**config.mk**
```make
export PLATFORM = sky130hd
export DESIGN_NAME = rxr_ring_writer
export DESIGN_NICKNAME = d
export VERILOG_FILES = /design/src/rtl/rxr_pkg.sv /design/src/rtl/rxr_addr_gen.sv /design/src/rtl/rxr_ring_ptr.sv /design/src/rtl/rxr_ctrl.sv /design/src/rtl/rxr_ring_writer.sv
export SDC_FILE = /design/constraint.sdc
export NUM_CORES = 1
export LEC_CHECK = 0
export ABC_AREA = 1
export BUFFER_PORTS_ARGS = -buffer_cell sky130_fd_sc_hd__clkbuf_2
export CAP_MARGIN = 25
export CORE_ASPECT_RATIO = 0.5
export CORE_MARGIN = 2
export CORE_UTILIZATION = 52
export DETAILED_ROUTE_END_ITERATION = 16
export GPL_TIMING_DRIVEN = 0
export MAX_ROUTING_LAYER = met4
export PLACE_DENSITY = 0.79
export SYNTH_ARGS = -nofsm -noshare
export SYNTH_HDL_FRONTEND = slang
export SYNTH_SLANG_ARGS = --single-unit
export TNS_END_PERCENT = 30
```
**constraint.sdc**
```tcl
create_clock -name clk -period 3.1 [get_ports clk]
set_clock_uncertainty 0.05 [all_clocks]
set_input_delay 0.155 -clock clk [delete_from_list [all_inputs] [get_ports clk]]
set_output_delay 0.155 -clock clk [all_outputs]
set_load 0.03 [all_outputs]
```
**src/rtl/rxr_pkg.sv**
```systemverilog
package rxr_pkg;
  typedef enum logic [3:0] {
    ST_IDLE, ST_DRAIN, ST_SEEK, ST_LEN_HI, ST_LEN_LO, ST_GET, ST_PUT, ST_FLAG
  } rxr_state_e;

  typedef enum logic [1:0] {
    FLD_FLAG, FLD_MLEN_HI, FLD_MLEN_LO, FLD_DATA
  } rxr_field_e;

  localparam logic [7:0] FLAG_OWNED    = 8'h80;
  localparam logic [7:0] FLAG_COMPLETE = 8'h03;
  localparam int DESC_BYTES = 8;
  localparam int OFS_FLAG   = 2;
  localparam int OFS_MLEN   = 6;
  localparam int MLEN_PAD   = 4;
  localparam int MLEN_W     = 16;
endpackage

```
**src/rtl/rxr_addr_gen.sv**
```systemverilog
module rxr_addr_gen
  import rxr_pkg::*;
#(
  parameter int AW        = 32,
  parameter int SLOT_W    = 4,
  parameter int OFF_W     = 11,
  parameter int BUF_BYTES = 1544
) (
  input  logic [AW-1:0]     ring_base,
  input  logic [AW-1:0]     buf_base,
  input  logic [SLOT_W-1:0] slot,
  input  rxr_field_e        field,
  input  logic [OFF_W-1:0]  off,
  output logic [AW-1:0]     addr
);
  localparam int IS_POW2 = ((BUF_BYTES & (BUF_BYTES - 1)) == 0) ? 1 : 0;
  localparam int BUF_SH  = $clog2(BUF_BYTES);
  localparam int DESC_SH = $clog2(DESC_BYTES);

  logic [AW-1:0] desc_start;
  logic [AW-1:0] buf_start;

  assign desc_start = ring_base + (AW'(slot) << DESC_SH);

  // Buffer stride: a shift when the size is a power of two, else a constant multiply.
  generate
    if (IS_POW2 != 0) begin : g_shift
      assign buf_start = buf_base + (AW'(slot) << BUF_SH);
    end else begin : g_mul
      assign buf_start = buf_base + AW'(slot) * AW'(BUF_BYTES);
    end
  endgenerate

  always_comb begin
    case (field)
      FLD_FLAG:    addr = desc_start + AW'(OFS_FLAG);
      FLD_MLEN_HI: addr = desc_start + AW'(OFS_MLEN);
      FLD_MLEN_LO: addr = desc_start + AW'(OFS_MLEN + 1);
      default:     addr = buf_start + AW'(off);
    endcase
  end
endmodule

```
**src/rtl/rxr_ring_ptr.sv**
```systemverilog
module rxr_ring_ptr #(
  parameter int SLOT_W = 4
) (
  input  logic              clk,
  input  logic              rst,
  input  logic              start,
  input  logic              step,
  input  logic              commit,
  output logic [SLOT_W-1:0] index,
  output logic [SLOT_W-1:0] cursor,
  output logic              last
);
  localparam int RING = 1 << SLOT_W;
  localparam logic [SLOT_W-1:0] LAST_CNT = SLOT_W'(RING - 2);

  logic [SLOT_W-1:0] index_q, cursor_q, cnt_q;

  always_ff @(posedge clk) begin
    if (rst) begin
      index_q  <= '0;
      cursor_q <= '0;
      cnt_q    <= '0;
    end else begin
      if (start) begin
        cursor_q <= index_q;
        cnt_q    <= '0;
      end else if (step) begin
        cursor_q <= cursor_q + SLOT_W'(1);
        cnt_q    <= cnt_q + SLOT_W'(1);
      end
      if (commit) index_q <= cursor_q + SLOT_W'(1);
    end
  end

  assign index  = index_q;
  assign cursor = cursor_q;
  assign last   = (cnt_q == LAST_CNT);

  // The window never reaches the slot just before the start point.
  assert_window_bound_R4: assert property (@(posedge clk) disable iff (rst)
    cnt_q <= LAST_CNT);
  assert_no_step_past_end_R4: assert property (@(posedge clk) disable iff (rst)
    step |-> !last);
endmodule

```
**src/rtl/rxr_ctrl.sv**
```systemverilog
module rxr_ctrl
  import rxr_pkg::*;
#(
  parameter int LEN_W = 11
) (
  input  logic             clk,
  input  logic             rst,
  input  logic             ctl_stopped,
  input  logic             frm_valid,
  input  logic [LEN_W-1:0] frm_len,
  output logic             frm_ready,
  input  logic             dat_valid,
  input  logic [7:0]       dat_byte,
  output logic             dat_ready,
  output logic             mem_req,
  output logic             mem_we,
  output logic [7:0]       mem_wdata,
  input  logic [7:0]       mem_rdata,
  input  logic             mem_ready,
  output rxr_field_e       field,
  output logic [LEN_W-1:0] byte_off,
  output logic             ptr_start,
  output logic             ptr_step,
  output logic             ptr_commit,
  input  logic             ptr_last,
  output logic             rx_done,
  output logic             intr_pend,
  input  logic             intr_ack
);
  rxr_state_e        state_q;
  logic [LEN_W-1:0]  len_q, cnt_q;
  logic [7:0]        byte_q;
  logic              done_q, intr_q;
  logic [MLEN_W-1:0] mlen;
  logic              last_byte;

  assign mlen      = MLEN_W'(len_q) + MLEN_W'(MLEN_PAD);
  assign last_byte = (LEN_W'(cnt_q + LEN_W'(1)) == len_q);

  assign frm_ready = (state_q == ST_IDLE);
  assign dat_ready = (state_q == ST_GET) || (state_q == ST_DRAIN);
  assign mem_req   = (state_q == ST_SEEK) || (state_q == ST_LEN_HI) ||
                     (state_q == ST_LEN_LO) || (state_q == ST_PUT) ||
                     (state_q == ST_FLAG);
  assign mem_we    = mem_req && (state_q != ST_SEEK);
  assign byte_off  = cnt_q;

  always_comb begin
    case (state_q)
      ST_SEEK, ST_FLAG: field = FLD_FLAG;
      ST_LEN_HI:        field = FLD_MLEN_HI;
      ST_LEN_LO:        field = FLD_MLEN_LO;
      default:          field = FLD_DATA;
    endcase
    case (state_q)
      ST_LEN_HI: mem_wdata = mlen[15:8];
      ST_LEN_LO: mem_wdata = mlen[7:0];
      ST_PUT:    mem_wdata = byte_q;
      ST_FLAG:   mem_wdata = FLAG_COMPLETE;
      default:   mem_wdata = 8'h00;
    endcase
  end

  assign ptr_start  = (state_q == ST_IDLE) && frm_valid;
  assign ptr_step   = (state_q == ST_SEEK) && mem_ready &&
                      (mem_rdata != FLAG_OWNED) && !ptr_last;
  assign ptr_commit = (state_q == ST_FLAG) && mem_ready;

  always_ff @(posedge clk) begin
    if (rst) begin
      state_q <= ST_IDLE;
      len_q   <= '0;
      cnt_q   <= '0;
      byte_q  <= '0;
      done_q  <= 1'b0;
      intr_q  <= 1'b0;
    end else begin
      done_q <= ptr_commit;
      if (ptr_commit)    intr_q <= 1'b1;
      else if (intr_ack) intr_q <= 1'b0;
      case (state_q)
        ST_IDLE: if (frm_valid) begin
          len_q <= frm_len;
          cnt_q <= '0;
          if (ctl_stopped) state_q <= (frm_len == '0) ? ST_IDLE : ST_DRAIN;
          else             state_q <= ST_SEEK;
        end
        ST_SEEK: if (mem_ready) begin
          if (mem_rdata == FLAG_OWNED) state_q <= ST_LEN_HI;
          else if (ptr_last)           state_q <= (len_q == '0) ? ST_IDLE : ST_DRAIN;
        end
        ST_LEN_HI: if (mem_ready) state_q <= ST_LEN_LO;
        ST_LEN_LO: if (mem_ready) state_q <= (len_q == '0) ? ST_FLAG : ST_GET;
        ST_GET: if (dat_valid) begin
          byte_q  <= dat_byte;
          state_q <= ST_PUT;
        end
        ST_PUT: if (mem_ready) begin
          cnt_q   <= cnt_q + LEN_W'(1);
          state_q <= last_byte ? ST_FLAG : ST_GET;
        end
        ST_FLAG: if (mem_ready) state_q <= ST_IDLE;
        ST_DRAIN: if (dat_valid) begin
          cnt_q <= cnt_q + LEN_W'(1);
          if (last_byte) state_q <= ST_IDLE;
        end
        default: state_q <= ST_IDLE;
      endcase
    end
  end

  assign rx_done   = done_q;
  assign intr_pend = intr_q;

  assert_stop_no_access_R2: assert property (@(posedge clk) disable iff (rst)
    (frm_valid && frm_ready && ctl_stopped) |=> !mem_req);
  assert_req_held_R9: assert property (@(posedge clk) disable iff (rst)
    (mem_req && !mem_ready) |=> (mem_req && $stable(mem_we) && $stable(mem_wdata)));
  assert_done_single_R8: assert property (@(posedge clk) disable iff (rst)
    rx_done |=> !rx_done);
  assert_ack_clears_R8: assert property (@(posedge clk) disable iff (rst)
    (intr_ack && !ptr_commit) |=> !intr_pend);
  assert_done_sets_intr_R8: assert property (@(posedge clk) disable iff (rst)
    rx_done |-> intr_pend);
endmodule

```
**src/rtl/rxr_ring_writer.sv**
```systemverilog
module rxr_ring_writer
  import rxr_pkg::*;
#(
  parameter int AW        = 32,
  parameter int RING_LOG  = 4,
  parameter int LEN_W     = 11,
  parameter int BUF_BYTES = 1544
) (
  input  logic                clk,
  input  logic                rst,
  input  logic [AW-1:0]       ring_base,
  input  logic [AW-1:0]       buf_base,
  input  logic                ctl_stopped,
  input  logic                frm_valid,
  input  logic [LEN_W-1:0]    frm_len,
  output logic                frm_ready,
  input  logic                dat_valid,
  input  logic [7:0]          dat_byte,
  output logic                dat_ready,
  output logic                mem_req,
  output logic                mem_we,
  output logic [AW-1:0]       mem_addr,
  output logic [7:0]          mem_wdata,
  input  logic [7:0]          mem_rdata,
  input  logic                mem_ready,
  output logic                rx_done,
  output logic                intr_pend,
  input  logic                intr_ack,
  output logic [RING_LOG-1:0] rx_index
);
  rxr_field_e          field;
  logic [LEN_W-1:0]    byte_off;
  logic                ptr_start, ptr_step, ptr_commit, ptr_last;
  logic [RING_LOG-1:0] cursor;

  rxr_ctrl #(.LEN_W(LEN_W)) u_ctrl (
    .clk(clk), .rst(rst), .ctl_stopped(ctl_stopped),
    .frm_valid(frm_valid), .frm_len(frm_len), .frm_ready(frm_ready),
    .dat_valid(dat_valid), .dat_byte(dat_byte), .dat_ready(dat_ready),
    .mem_req(mem_req), .mem_we(mem_we), .mem_wdata(mem_wdata),
    .mem_rdata(mem_rdata), .mem_ready(mem_ready),
    .field(field), .byte_off(byte_off),
    .ptr_start(ptr_start), .ptr_step(ptr_step), .ptr_commit(ptr_commit),
    .ptr_last(ptr_last),
    .rx_done(rx_done), .intr_pend(intr_pend), .intr_ack(intr_ack)
  );

  rxr_ring_ptr #(.SLOT_W(RING_LOG)) u_ptr (
    .clk(clk), .rst(rst), .start(ptr_start), .step(ptr_step),
    .commit(ptr_commit), .index(rx_index), .cursor(cursor), .last(ptr_last)
  );

  rxr_addr_gen #(.AW(AW), .SLOT_W(RING_LOG), .OFF_W(LEN_W), .BUF_BYTES(BUF_BYTES)) u_addr (
    .ring_base(ring_base), .buf_base(buf_base), .slot(cursor),
    .field(field), .off(byte_off), .addr(mem_addr)
  );

  assert_addr_held_R9: assert property (@(posedge clk) disable iff (rst)
    (mem_req && !mem_ready) |=> $stable(mem_addr));
  assert_done_moves_index_R8: assert property (@(posedge clk) disable iff (rst)
    rx_done |-> (rx_index != $past(rx_index)));
endmodule

```
; ---- Word level (Yosys, flattened, before mapping)
; Index checks and enable logic that the tools add are counted.
[word_totals]
latch_bits = 0
ramBits = 0
regBits = 48
n_memories = 0
inputBits = 98
mem_bits_ro = 0
[classes]
bitwise = 0
shifts = 0
muxes = 28
div = 0
eq_ne = 24
multipliers = 1
n_reduce_logical = 25
order_cmp = 0
add_sub_neg = 10
[op_table]
columns = op, count
row1 = case mux 32 bit (3 select lines), 1
row2 = adder 32 x 3 -> 32 bit (second input constant), 2
row3 = two-way mux 4 bit, 14
row4 = two-way mux 11 bit, 3
row5 = case mux 11 bit (3 select lines), 1
row6 = adder 32 x 11 -> 32 bit, 1
row7 = adder 32 x 15 -> 32 bit, 1
row8 = adder 32 x 2 -> 32 bit (second input constant), 1
row9 = adder 32 x 7 -> 32 bit, 1
row10 = case mux 4 bit (8 select lines), 1
row11 = case mux 8 bit (4 select lines), 1
row12 = logical NOT 11 bit, 2
row13 = == test 4 x 3 -> 1 bit (second input constant), 4
row14 = != test 2 bit (second input constant), 8
row15 = adder 11 x 3 -> 12 bit (second input constant), 1
row16 = multiplier 4 x 8 -> 12 bit (second input constant), 1
row17 = adder 11 x 1 -> 11 bit (second input constant), 1
row18 = == test 11 bit, 1
row19 = AND reduction 10 bit, 1
row20 = adder 4 x 1 -> 4 bit (second input constant), 2
row21 = == test 4 x 2 -> 1 bit (second input constant), 2
row22 = == test 8 bit (second input constant), 1
row23 = != test 8 bit (second input constant), 1
row24 = logical AND 1 bit, 6
row25 = other kinds (19), 30

; ---- Longest topological paths before layout
; Gate-level depths: netlist of the first run.
[depth]
depth_word = 6
mapped_depth = 19
ltp_nobuf = 19

; ---- Modules after synthesis
; Synthesis of the first run repeated with hierarchy kept, for this count alone.
[hier_totals]
cells_unflattened = 1394
hier_area_um2 = 7852.5
[by_module_without_submodules]
columns = module, seq_area_each_um2, cells_per_inst, area_per_inst_um2, instances
row1 = rxr_addr_gen, 0.0, 946, 4928.5, 1
row2 = rxr_ctrl, 700.7, 370, 2352.3, 1
row3 = rxr_ring_ptr, 240.2, 78, 571.8, 1

; ---- Worst setup path after synthesis of the first run
; No wires, ideal clock.
[synth_path]
path_kind = register to output
from = register u_ptr.cursor_q[2], in the netlist u_ptr.cursor[2]
to = output port mem_addr[17]
arrival_ns = 3.409
slack_ns = -0.514
path_stages_with_launch = 16
required_ns = 2.895
path_cell_list = dfxtp_1 inv_1 ha_1 inv_1 ha_1 ha_1 a31o_2 xor2_1 ha_1 ha_1 a21oi_1 o21ai_0 a21oi_1 nand2_1 xnor2_1 o211ai_1
[synth_via]
elab_chain_len = 4
word_cells_on_any_way = 8
classes_between = 6 x add/sub / 1 x mul / 1 x mux
[synth_lines]
columns = element, line
row1 = "start, declared", rxr_ring_ptr.sv:16  ; logic [SLOT_W-1:0] index_q, cursor_q, cnt_q;
row2 = "start signal, assigned", rxr_ring_ptr.sv:25  ; cursor_q <= index_q;
row3 = "start signal, assigned", rxr_ring_ptr.sv:28  ; cursor_q <= cursor_q + SLOT_W'(1);
row4 = multiplier 4 x 8 -> 12 bit, rxr_addr_gen.sv:30  ; assign buf_start = buf_base + AW'(slot) * AW'(BUF_BYTES);
row5 = adder 32 x 15 -> 32 bit, rxr_addr_gen.sv:30
row6 = adder 32 x 11 -> 32 bit, rxr_addr_gen.sv:39  ; default: addr = buf_start + AW'(off);
row7 = case mux 32 bit (3 select lines) *, rxr_addr_gen.sv:35  ; case (field)
row8 = "end, declared", rxr_ring_writer.sv:22  ; output logic [AW-1:0] mem_addr,
; Mark *: on every way between the ends. The rest lies on a longest branch, timed or not.

; ---- Final worst setup path of the first run
[layout_path]
from = register u_ptr.cursor_q[2], in the netlist u_ptr.cursor[2]
to = output port mem_addr[29]
; Same word-level chain as after synthesis.

==> implementation parameters, run 1 <==
Parameter                              Value

CTS
  Skew-Pair Late Insertion Delay ... 0.29 ns
  Buffer depth of the longest clock path ... 2
  CTS tree ... done
  Clock transition time at the flip-flop clock pins of the worst setup and hold paths ... 0.06 ns
  # hold bufs at CTS ... 0
  Level count of the clock H-tree ... 2
  TritonCTS buffer count ... 5
  Count of clock tree sinks ... 47
  Clock root buffer master ... clkbuf_16

Power and ir drop
  Peak supply drop ... 0.000498 V
  Leakage ... 0.00435 µW
  Power, Total ... 3910 µW
  Power Dens Cells ... 427 nW/µm²

Floorplan
  CORE AREA ... 13,600 µm²
  Total die area ... 14,900 µm²
  Die width ... 171 µm
  Number of primary I/O pins ... 148
  Height of the die ... 87.4 µm
  Number of rows in the core area ... 30
  Effective utilization at floorplan ... 53.3%

GRT
  Vias in the first global route ... 8,484
  GR Util All Layers ... 35.8%
  Number of antenna violations at the first check in global routing ... 0
  Wire length of the first global-routing pass ... 41.3 mm
  Overflow left after global routing ... 0
  Largest net degree at the start of global routing ... 14

Logic synthesis
  Number of instances in the synthesized netlist ... 1,304
  Number of unique standard cell types used by synthesis ... 48
  Syn Nets ... 1,454
  Count of state elements after synthesis ... 47
  Post-synthesis sequential area ratio ... 13.0%
  Post-synth top area share ... 18.4%
  Post-synthesis cell type with the largest combined area ... nand2_1
  Top post-synthesis cells by area ... nand2_1, dfxtp_1, nand3_1, inv_1, ha_1
  Warnings, synthesis ... 0
  Post-synthesis cell area ... 7230 µm²
  Synth Area per Inst ... 5.54 µm²

Timing
  Count of final setup violators ... 28
  Max-slew headroom ... 41.1%
  Unrepaired setup endpoints after global routing ... true
  Transition time at the pin with the least slew margin ... 0.877 ns
  Final hold viol count ... 0
  Smallest setup slack after layout ... -0.729 ns
  Sum Neg Setup Slack ... -12.47 ns
  Post-route clock period utilization ... 124%
  Fin. max-slew vios ... 0
  Min cycle time layout ... 3.83 ns
  Maximum clock frequency ... 261 MHz
  Hold WS ... 0.0190 ns

Routing
  Via count ... 9,583
  Average detailed-routed wire length per instance ... 16.0 µm
  DRT antenna net count ... 0
  Drt first-iter violations ... 878
  Wire length after detailed routing ... 26.7 mm
  Via-to-Cell Ratio ... 5.77
  DRT Pass-1 Iters ... 5
  Number of DRC violations after detailed routing ... 0

Worst hold path
  Worst min-delay path category ... primary input to flop

Layout
  Final Core Density ... 67.4%
  Area grow syn2layout ... 26.5%
  Fraction of final layout cells with drive strength greater than 1 ... 20.5%
  Leading cell types in the layout, fill and taps excluded ... nand2_1, inv_1, nand3_1
  Final #Nets ... 1,620
  Commonest non-fill, non-tap cell in the layout ... nand2_1
  Count of antenna diodes in the layout ... 0

Placed design
  IO Port Bufs ... 147
  Half-perimeter wire length after detailed placement ... 21.4 mm
  Pre-CTS setup slack ... -0.872 ns
  Routability congestion estimate ... 0.971

Setup path
  Critical path data arrival time ... 3.62 ns
  Worst Setup Start Kind ... flop
  Crit path kind ... flop to output pin
  Category of the worst setup path capture point ... output pin
  Maximum fanout along the worst path ... 7
  Required time at the worst-slack endpoint ... 2.89 ns

Outcome
  Run status ... complete, but fails checks
  Violated checks ... setup timing

Job
  Max-capacitance violation count ... 0
## state kept, by name, indices dropped and copies added (netlist names)
name / cells
u_ctrl.len_q: 11
u_ctrl.byte_off: 11
u_ctrl.state_q: 3
u_ptr.index: 4
u_ctrl.rx_done: 1
u_ptr.cursor: 4
u_ctrl.byte_q: 8
u_ptr.cnt_q: 4
u_ctrl.intr_pend: 1
## path summary, 6_finish.rpt
path / start / to / slack (ns) / depth (start not counted)
worst min-delay path: rst / u_ptr.cursor[1]$_SDFFE_PP0P_ / 0.02 / 2
worst max register to register: u_ctrl.byte_off[0]$_SDFFE_PP0P_ / u_ctrl.state_q[1]$_SDFFE_PP0P_ / 0.37 / 13
worst max-delay path: u_ptr.cursor[2]$_SDFFE_PP0P_ / mem_addr[29] / -0.73 / 18
worst min register to register: u_ctrl.byte_q[7]$_SDFFE_PP0P_ / u_ctrl.byte_q[7]$_SDFFE_PP0P_ / 0.41 / 2
## kinds of logic after synthesis
group | Yosys count | share of synthesized area [%]
xor gates and xnor gates | 33 | 4.40
AOI/OAI and AO/OA | 196 | 15.0
buffers and inverters | 195 | 10.2
adders and majority gates | 52 | 9.94
and+or+nand+nor | 781 | 47.4
DFF | 47 | 13.0
## layout make-up
class | instances | area (µm²)
buffer | 18 | 76.3
tap | 192 | 240
clock buffer | 6 | 129
clock inverter | 1 | 30.0
inverter | 177 | 664
sequential | 47 | 957
multi-input combinational | 1062 | 6070
fill | 1289 | 4410
timing repair buffer | 159 | 967
## worst max-delay path, cell delays in order (launching register included)
cell and delay (ns):
dfxtp_4 0.36, inv_2 0.05, ha_4 0.26, inv_2 0.04
ha_4 0.15, ha_4 0.23, a31o_4 0.22, xor2_2 0.17
ha_4 0.23, ha_4 0.29, nand2_4 0.07, nor4_4 0.29
nand2_1 0.14, nand2_4 0.20, nand3_1 0.12, xor2_1 0.15
nand2_1 0.09, nand3_1 0.12, clkbuf_8 0.16
## power breakdown
group | switching (µW) | total, µW | internal, µW
Sequential | 98.1 | 771 | 673
Combinational | 1710 | 2530 | 825
Clock | 227 | 603 | 377
## repair_timing
item	in CTS	in global routing
setup buffers	10	3
resized for setup	111	35
setup endpoints to repair	26	32
pin swaps	26	18
## layer usage
metal | vias to the layer above | wire (µm) | global-route usage, %
li1 | 4661 | - | -
met1 | 4353 | 11700 | 46.7
met2 | 493 | 11900 | 58.3
met3 | 76 | 2290 | 3.13
met4 | 0 | 764 | 12.7
met5 | - | 0 | -
## cell usage after synthesis (all sizes together)
library cell and count:
a21boi 1, buf 5, or2 11, a31oi 4, o32ai 2, and2 2
ha 43, nor3b 2, a221oi 3, o221ai 4, dfxtp 47, nor3 21
a22oi 1, o21ai 78, a21o 1, a21oi 80, o21a 1, a31o 1
o211ai 14, o311ai 1, xor2 20, clkbuf 13, nand2 360, nor2 160
fa 9, o21bai 4, nand3b 1, xnor2 12, nand3 185, xnor3 1
inv 176, clkinv 1, o22ai 1, nand4 30, nor4 9
## through the flow
stage / cell area, µm² / cells
6_report: 9140 / 1662
5_1_grt: 9140 / 1662
4_1_cts: 8990 / 1660
3_5_place_dp: 8330 / 1643
3_3_place_gp: 8330 / 1643
2_1_floorplan: 7360 / 1304
No activity file was read; power rests on OpenSTA's default activity.
==> run 2, diff against run 1 <==
- CAP_MARGIN: 25 -> 0
- CTS_BUF_LIST: not set -> sky130_fd_sc_hd__clkbuf_16
==> implementation parameters, run 2 (synthesized netlist as in run 1, its figures left out) <==
Parameter                              Value

Outcome
  Run status ... complete, but fails checks
  Violated checks ... setup timing

GRT
  GR Util All Layers ... 35.8%
  Wire length of the first global-routing pass ... 41.3 mm
  Overflow left after global routing ... 0
  Largest net degree at the start of global routing ... 14
  Number of antenna violations at the first check in global routing ... 0
  Vias in the first global route ... 8,484

Job
  Max-capacitance violation count ... 0

Routing
  Via-to-Cell Ratio ... 5.77
  DRT antenna net count ... 0
  Number of DRC violations after detailed routing ... 0
  Average detailed-routed wire length per instance ... 16.0 µm
  DRT Pass-1 Iters ... 5
  Via count ... 9,584
  Wire length after detailed routing ... 26.7 mm
  Drt first-iter violations ... 878

Setup path
  Critical path data arrival time ... 3.62 ns
  Worst Setup Start Kind ... flop
  Required time at the worst-slack endpoint ... 2.89 ns
  CP delay by family, top ... adder cells
  Cell with the largest stage delay on the worst path ... dfxtp_4
  Category of the worst setup path capture point ... output pin
  Number of buffer and inverter stages on the critical path ... 3
  Delay of the slowest cell on the worst path ... 0.36 ns
  Critical Path, Cell by Cell ... inv_2 -> ha_4 -> inv_2 -> ha_4 -> ha_4 -> a31o_4 -> xor2_2 -> ha_4 -> ha_4 -> nand2_4 -> nor4_4 -> nand2_1 -> nand2_4 -> nand3_1 -> xor2_1 -> nand2_1 -> nand3_1 -> clkbuf_8
  Maximum fanout along the worst path ... 7
  Cell with the most instances on the worst path ... ha_4
  Crit path kind ... flop to output pin

Placed design
  Half-perimeter wire length after detailed placement ... 21.4 mm
  IO Port Bufs ... 147
  Area after detailed placement ... 8330 µm²
  Number of instances in the placed design ... 1,643
  Routability congestion estimate ... 0.971
  Pre-CTS setup slack ... -0.872 ns

CTS
  TritonCTS buffer count ... 5
  Clock transition time at the flip-flop clock pins of the worst setup and hold paths ... 0.06 ns
  Level count of the clock H-tree ... 2
  Count of clock tree sinks ... 47
  Clock root buffer master ... clkbuf_16
  CTS tree ... done
  Skew-Pair Late Insertion Delay ... 0.29 ns
  Buffer depth of the longest clock path ... 2

Timing
  Max-slew headroom ... 41.1%
  Transition time at the pin with the least slew margin ... 0.877 ns
  Final hold viol count ... 0
  Maximum clock frequency ... 261 MHz
  Count of final setup violators ... 28
  Min cycle time layout ... 3.83 ns
  Hold WS ... 0.0188 ns
  Smallest setup slack after layout ... -0.729 ns
  Fin. max-slew vios ... 0
  Unrepaired setup endpoints after global routing ... true
  Post-route clock period utilization ... 124%

Layout
  Non-Filler Cell Area, Final ... 9140 µm²
  Count of antenna diodes in the layout ... 0
  Non-Filler Instances ... 1,662
  Fraction of final layout cells with drive strength greater than 1 ... 20.5%
  Commonest non-fill, non-tap cell in the layout ... nand2_1
  Final #Nets ... 1,620
  Area grow syn2layout ... 26.5%
  Fill cells ... 1,289
  Leading cell types in the layout, fill and taps excluded ... nand2_1, inv_1, nand3_1

Power and ir drop
  Leakage ... 0.00436 µW
  Power, Total ... 3900 µW
  Power Dens Cells ... 427 nW/µm²
  Peak supply drop ... 0.000495 V

Floorplan
  Total die area ... 14,900 µm²
  CORE AREA ... 13,600 µm²
  Height of the die ... 87.4 µm
  Die width ... 171 µm
  Effective utilization at floorplan ... 53.3%
  Number of primary I/O pins ... 148
  Number of rows in the core area ... 30

Worst hold path
  Worst min-delay path category ... primary input to flop
run 2: cell types whose count changed in the layout (fill, tap and decap cells not counted):
cell,delta
inv_1,+1
clkbuf_1,-1
run 2: final timing paths:
kind                                    from                        endpoint  slack (ns)  depth (start not counted)
max reg2reg  u_ctrl.byte_off[0]$_SDFFE_PP0P_  u_ctrl.state_q[1]$_SDFFE_PP0P_        0.37                         13
min                                      rst    u_ptr.cursor[1]$_SDFFE_PP0P_        0.02                          2
min reg2reg    u_ctrl.byte_q[7]$_SDFFE_PP0P_   u_ctrl.byte_q[7]$_SDFFE_PP0P_        0.41                          2
max             u_ptr.cursor[2]$_SDFFE_PP0P_                    mem_addr[29]       -0.73                         18
run 2: report_power, final:
group	switching, µW	internal, µW	leakage, µW
Sequential	98.1	673	0.000385
Clock	227	373	0.0000811
Combinational	1710	825	0.00389
Total	2030	1870	0.00436
run 2: metal layers:
layer / track usage (%) / vias to the layer above / share of wire, %
li1: - / 4660 / -
met1: 46.7 / 4359 / 44
met2: 58.3 / 491 / 45
met3: 3.13 / 74 / 8.6
met4: 12.7 / 0 / 2.8
met5: - / - / 0
run 2: layout make-up:
class	instances	area [µm²]	share of cell area, %
Multi-Input combinational cell	1062	6070	66.5
Timing Repair Buffer	159	967	10.6
Sequential cell	47	957	10.5
Inverter	177	664	7.27
Tap cell	192	240	2.63
Clock buffer	5	125	1.37
Buffer	18	76.3	0.835
Clock inverter	2	33.8	0.370
run 2: through the flow:
| stage | utilization, % | TNS [ns] |
|---|---|---|
| after floorplan | - | -2.66 |
| after global placement | 61.5 | -12.89 |
| after detailed placement | 61.5 | -13.68 |
| after CTS | 66.3 | -10.72 |
| after global routing | 67.4 | -15.61 |
| final | 67.4 | -12.48 |
run 2: what timing repair did:
action                     CTS  global route
buffers inserted            10             3
setup endpoints to repair   26            32
gates resized for setup    111            35
hold buffers                 0             0
cloned                       0             0
pin swaps                   26            18
==> run 3, diff against run 2 <==
- MAX_ROUTING_LAYER: met4 -> not set
==> implementation parameters, run 3 (synthesized netlist as in run 1, its figures left out) <==
Parameter                              Value

Timing
  Final hold viol count ... 0
  Sum Neg Setup Slack ... -11.84 ns
  Transition time at the pin with the least slew margin ... 0.767 ns
  Count of final setup violators ... 28
  Max-slew headroom ... 48.5%
  Min cycle time layout ... 3.77 ns
  Unrepaired setup endpoints after global routing ... true
  Smallest setup slack after layout ... -0.667 ns
  Fin. max-slew vios ... 0
  Post-route clock period utilization ... 122%
  Maximum clock frequency ... 265 MHz

Placed design
  Pre-CTS setup slack ... -0.901 ns
  Half-perimeter wire length after detailed placement ... 21.2 mm
  Area after detailed placement ... 8330 µm²
  Routability congestion estimate ... 0.956
  IO Port Bufs ... 147

Setup path
  Maximum fanout along the worst path ... 8
  Cell with the largest stage delay on the worst path ... dfxtp_4
  Worst Setup SP ... u_ptr.cursor[2]$_SDFFE_PP0P_
  Register-to-Register Path Depth ... 15
  Critical Path Stages ... 17
  Critical path data arrival time ... 3.56 ns
  Cell with the most instances on the worst path ... ha_4
  Category of the worst setup path capture point ... output pin
  Crit path kind ... flop to output pin
  Startpoint of the most critical register-to-register path ... u_ctrl.byte_off[0]$_SDFFE_PP0P_
  Worst Setup Start Kind ... flop
  Worst setup path endpoint ... mem_addr[17]
  Required time at the worst-slack endpoint ... 2.89 ns
  CP delay by family, top ... adder cells
  Critical Path, Cell by Cell ... inv_2 -> ha_4 -> inv_2 -> ha_4 -> ha_4 -> a31o_4 -> xor2_1 -> ha_2 -> ha_4 -> a21oi_2 -> o21ai_1 -> a21oi_2 -> nand2_4 -> buf_4 -> xnor2_1 -> o211ai_1 -> buf_4
  Setup slack of the worst register-to-register path ... 0.40 ns
  RR Endpoint ... u_ctrl.state_q[1]$_SDFFE_PP0P_
  Delay of the slowest cell on the worst path ... 0.36 ns
  Number of buffer and inverter stages on the critical path ... 4

Layout
  Leading cell types in the layout, fill and taps excluded ... nand2_1, nand3_1, inv_1
  Commonest non-fill, non-tap cell in the layout ... nand2_1
  Final Core Density ... 66.9%
  Non-Filler Cell Area, Final ... 9070 µm²
  Fraction of final layout cells with drive strength greater than 1 ... 20.4%
  Area grow syn2layout ... 25.5%
  Count of antenna diodes in the layout ... 0
  Final #Nets ... 1,620

CTS
  Clock transition time at the flip-flop clock pins of the worst setup and hold paths ... 0.06 ns
  Clock root buffer master ... clkbuf_16
  Level count of the clock H-tree ... 2
  Buffer depth of the longest clock path ... 2
  Count of clock tree sinks ... 47
  TritonCTS buffer count ... 5
  Skew-Pair Late Insertion Delay ... 0.29 ns
  CTS tree ... done

Floorplan
  Height of the die ... 87.4 µm
  Die width ... 171 µm
  CORE AREA ... 13,600 µm²
  Number of primary I/O pins ... 148
  Total die area ... 14,900 µm²
  Effective utilization at floorplan ... 53.3%
  Number of rows in the core area ... 30

GRT
  GR Util All Layers ... 34.8%
  Largest net degree at the start of global routing ... 15
  Overflow left after global routing ... 0
  Wire length of the first global-routing pass ... 41.3 mm
  Vias in the first global route ... 8,502
  Number of antenna violations at the first check in global routing ... 0

Power and ir drop
  Peak supply drop ... 0.000558 V
  Power Dens Cells ... 422 nW/µm²
  Leakage ... 0.00434 µW
  Power, Total ... 3830 µW

Worst hold path
  Worst min-delay path category ... primary input to flop

Routing
  Average detailed-routed wire length per instance ... 15.8 µm
  DRT antenna net count ... 0
  Drt first-iter violations ... 845
  Number of DRC violations after detailed routing ... 0
  Via-to-Cell Ratio ... 5.77
  Wire length after detailed routing ... 26.3 mm
  DRT Pass-1 Iters ... 5
  Via count ... 9,595

Job
  Max-capacitance violation count ... 0

Outcome
  Run status ... complete, but fails checks
  Violated checks ... setup timing
-- run 3: changes by cell type in the layout (fill, tap and decap cells not counted), sizes merged --
| cell | previous run | this run |
|---|---|---|
| bufinv | 1 | 0 |
| clkinv | 1 | 2 |
| clkinvlp | 0 | 1 |
-- run 3: worst min-delay path by stage --
stage / start / end / slack [ns] / depth (start not counted)
3_3_place_gp: rst / u_ptr.cursor[1]$_SDFFE_PP0P_ / 0.31 / 2
3_5_place_dp: rst / u_ptr.cursor[1]$_SDFFE_PP0P_ / 0.32 / 2
4_1_cts: rst / u_ptr.cursor[1]$_SDFFE_PP0P_ / 0.01 / 2
6_report: rst / u_ptr.cursor[1]$_SDFFE_PP0P_ / 0.01 / 2
5_1_grt: rst / u_ptr.cursor[1]$_SDFFE_PP0P_ / 0.02 / 2
2_1_floorplan: rst / u_ptr.cursor[1]$_SDFFE_PP0P_ / 0.17 / 1
-- run 3: final cells by class --
cell class                      count  area, µm²
Tap cell                          192        240
Fill cell                        1291       4480
Multi-Input combinational cell   1062       6020
Timing Repair Buffer              159        965
Buffer                             18       77.6
Clock buffer                        5        125
Inverter                          177        664
Clock inverter                      3       16.3
Sequential cell                    47        958
-- run 3: what timing repair did --
action,in CTS,in global routing
endpoints found under the setup margin,26,32
pin swaps,23,10
cloned,0,0
resized for setup,106,43
endpoints found under the hold margin,0,0
setup buffers,11,1
hold buffers,0,0
-- run 3: stage by stage --
stage / hold WS [ns] / cells
after detailed placement: 0.321 / 1643
after floorplan: 0.174 / 1304
after CTS: 0.0104 / 1662
after global routing: 0.0210 / 1663
final: 0.00965 / 1663
after global placement: 0.315 / 1643
-- run 3: power by group --
group	internal, µW	leakage [µW]	switching (µW)
sequential	673	0.000386	101
combinational	827	0.00389	1700
clock	295	0.0000710	235
total	1790	0.00434	2030
-- run 3: layer usage --
metal | wire length [µm] | GRT usage [%]
met2 | 11500 | 56.7
met1 | 11300 | 47.2
met3 | 2570 | 4.50
met4 | 892 | 13.3
met5 | 0 | 0
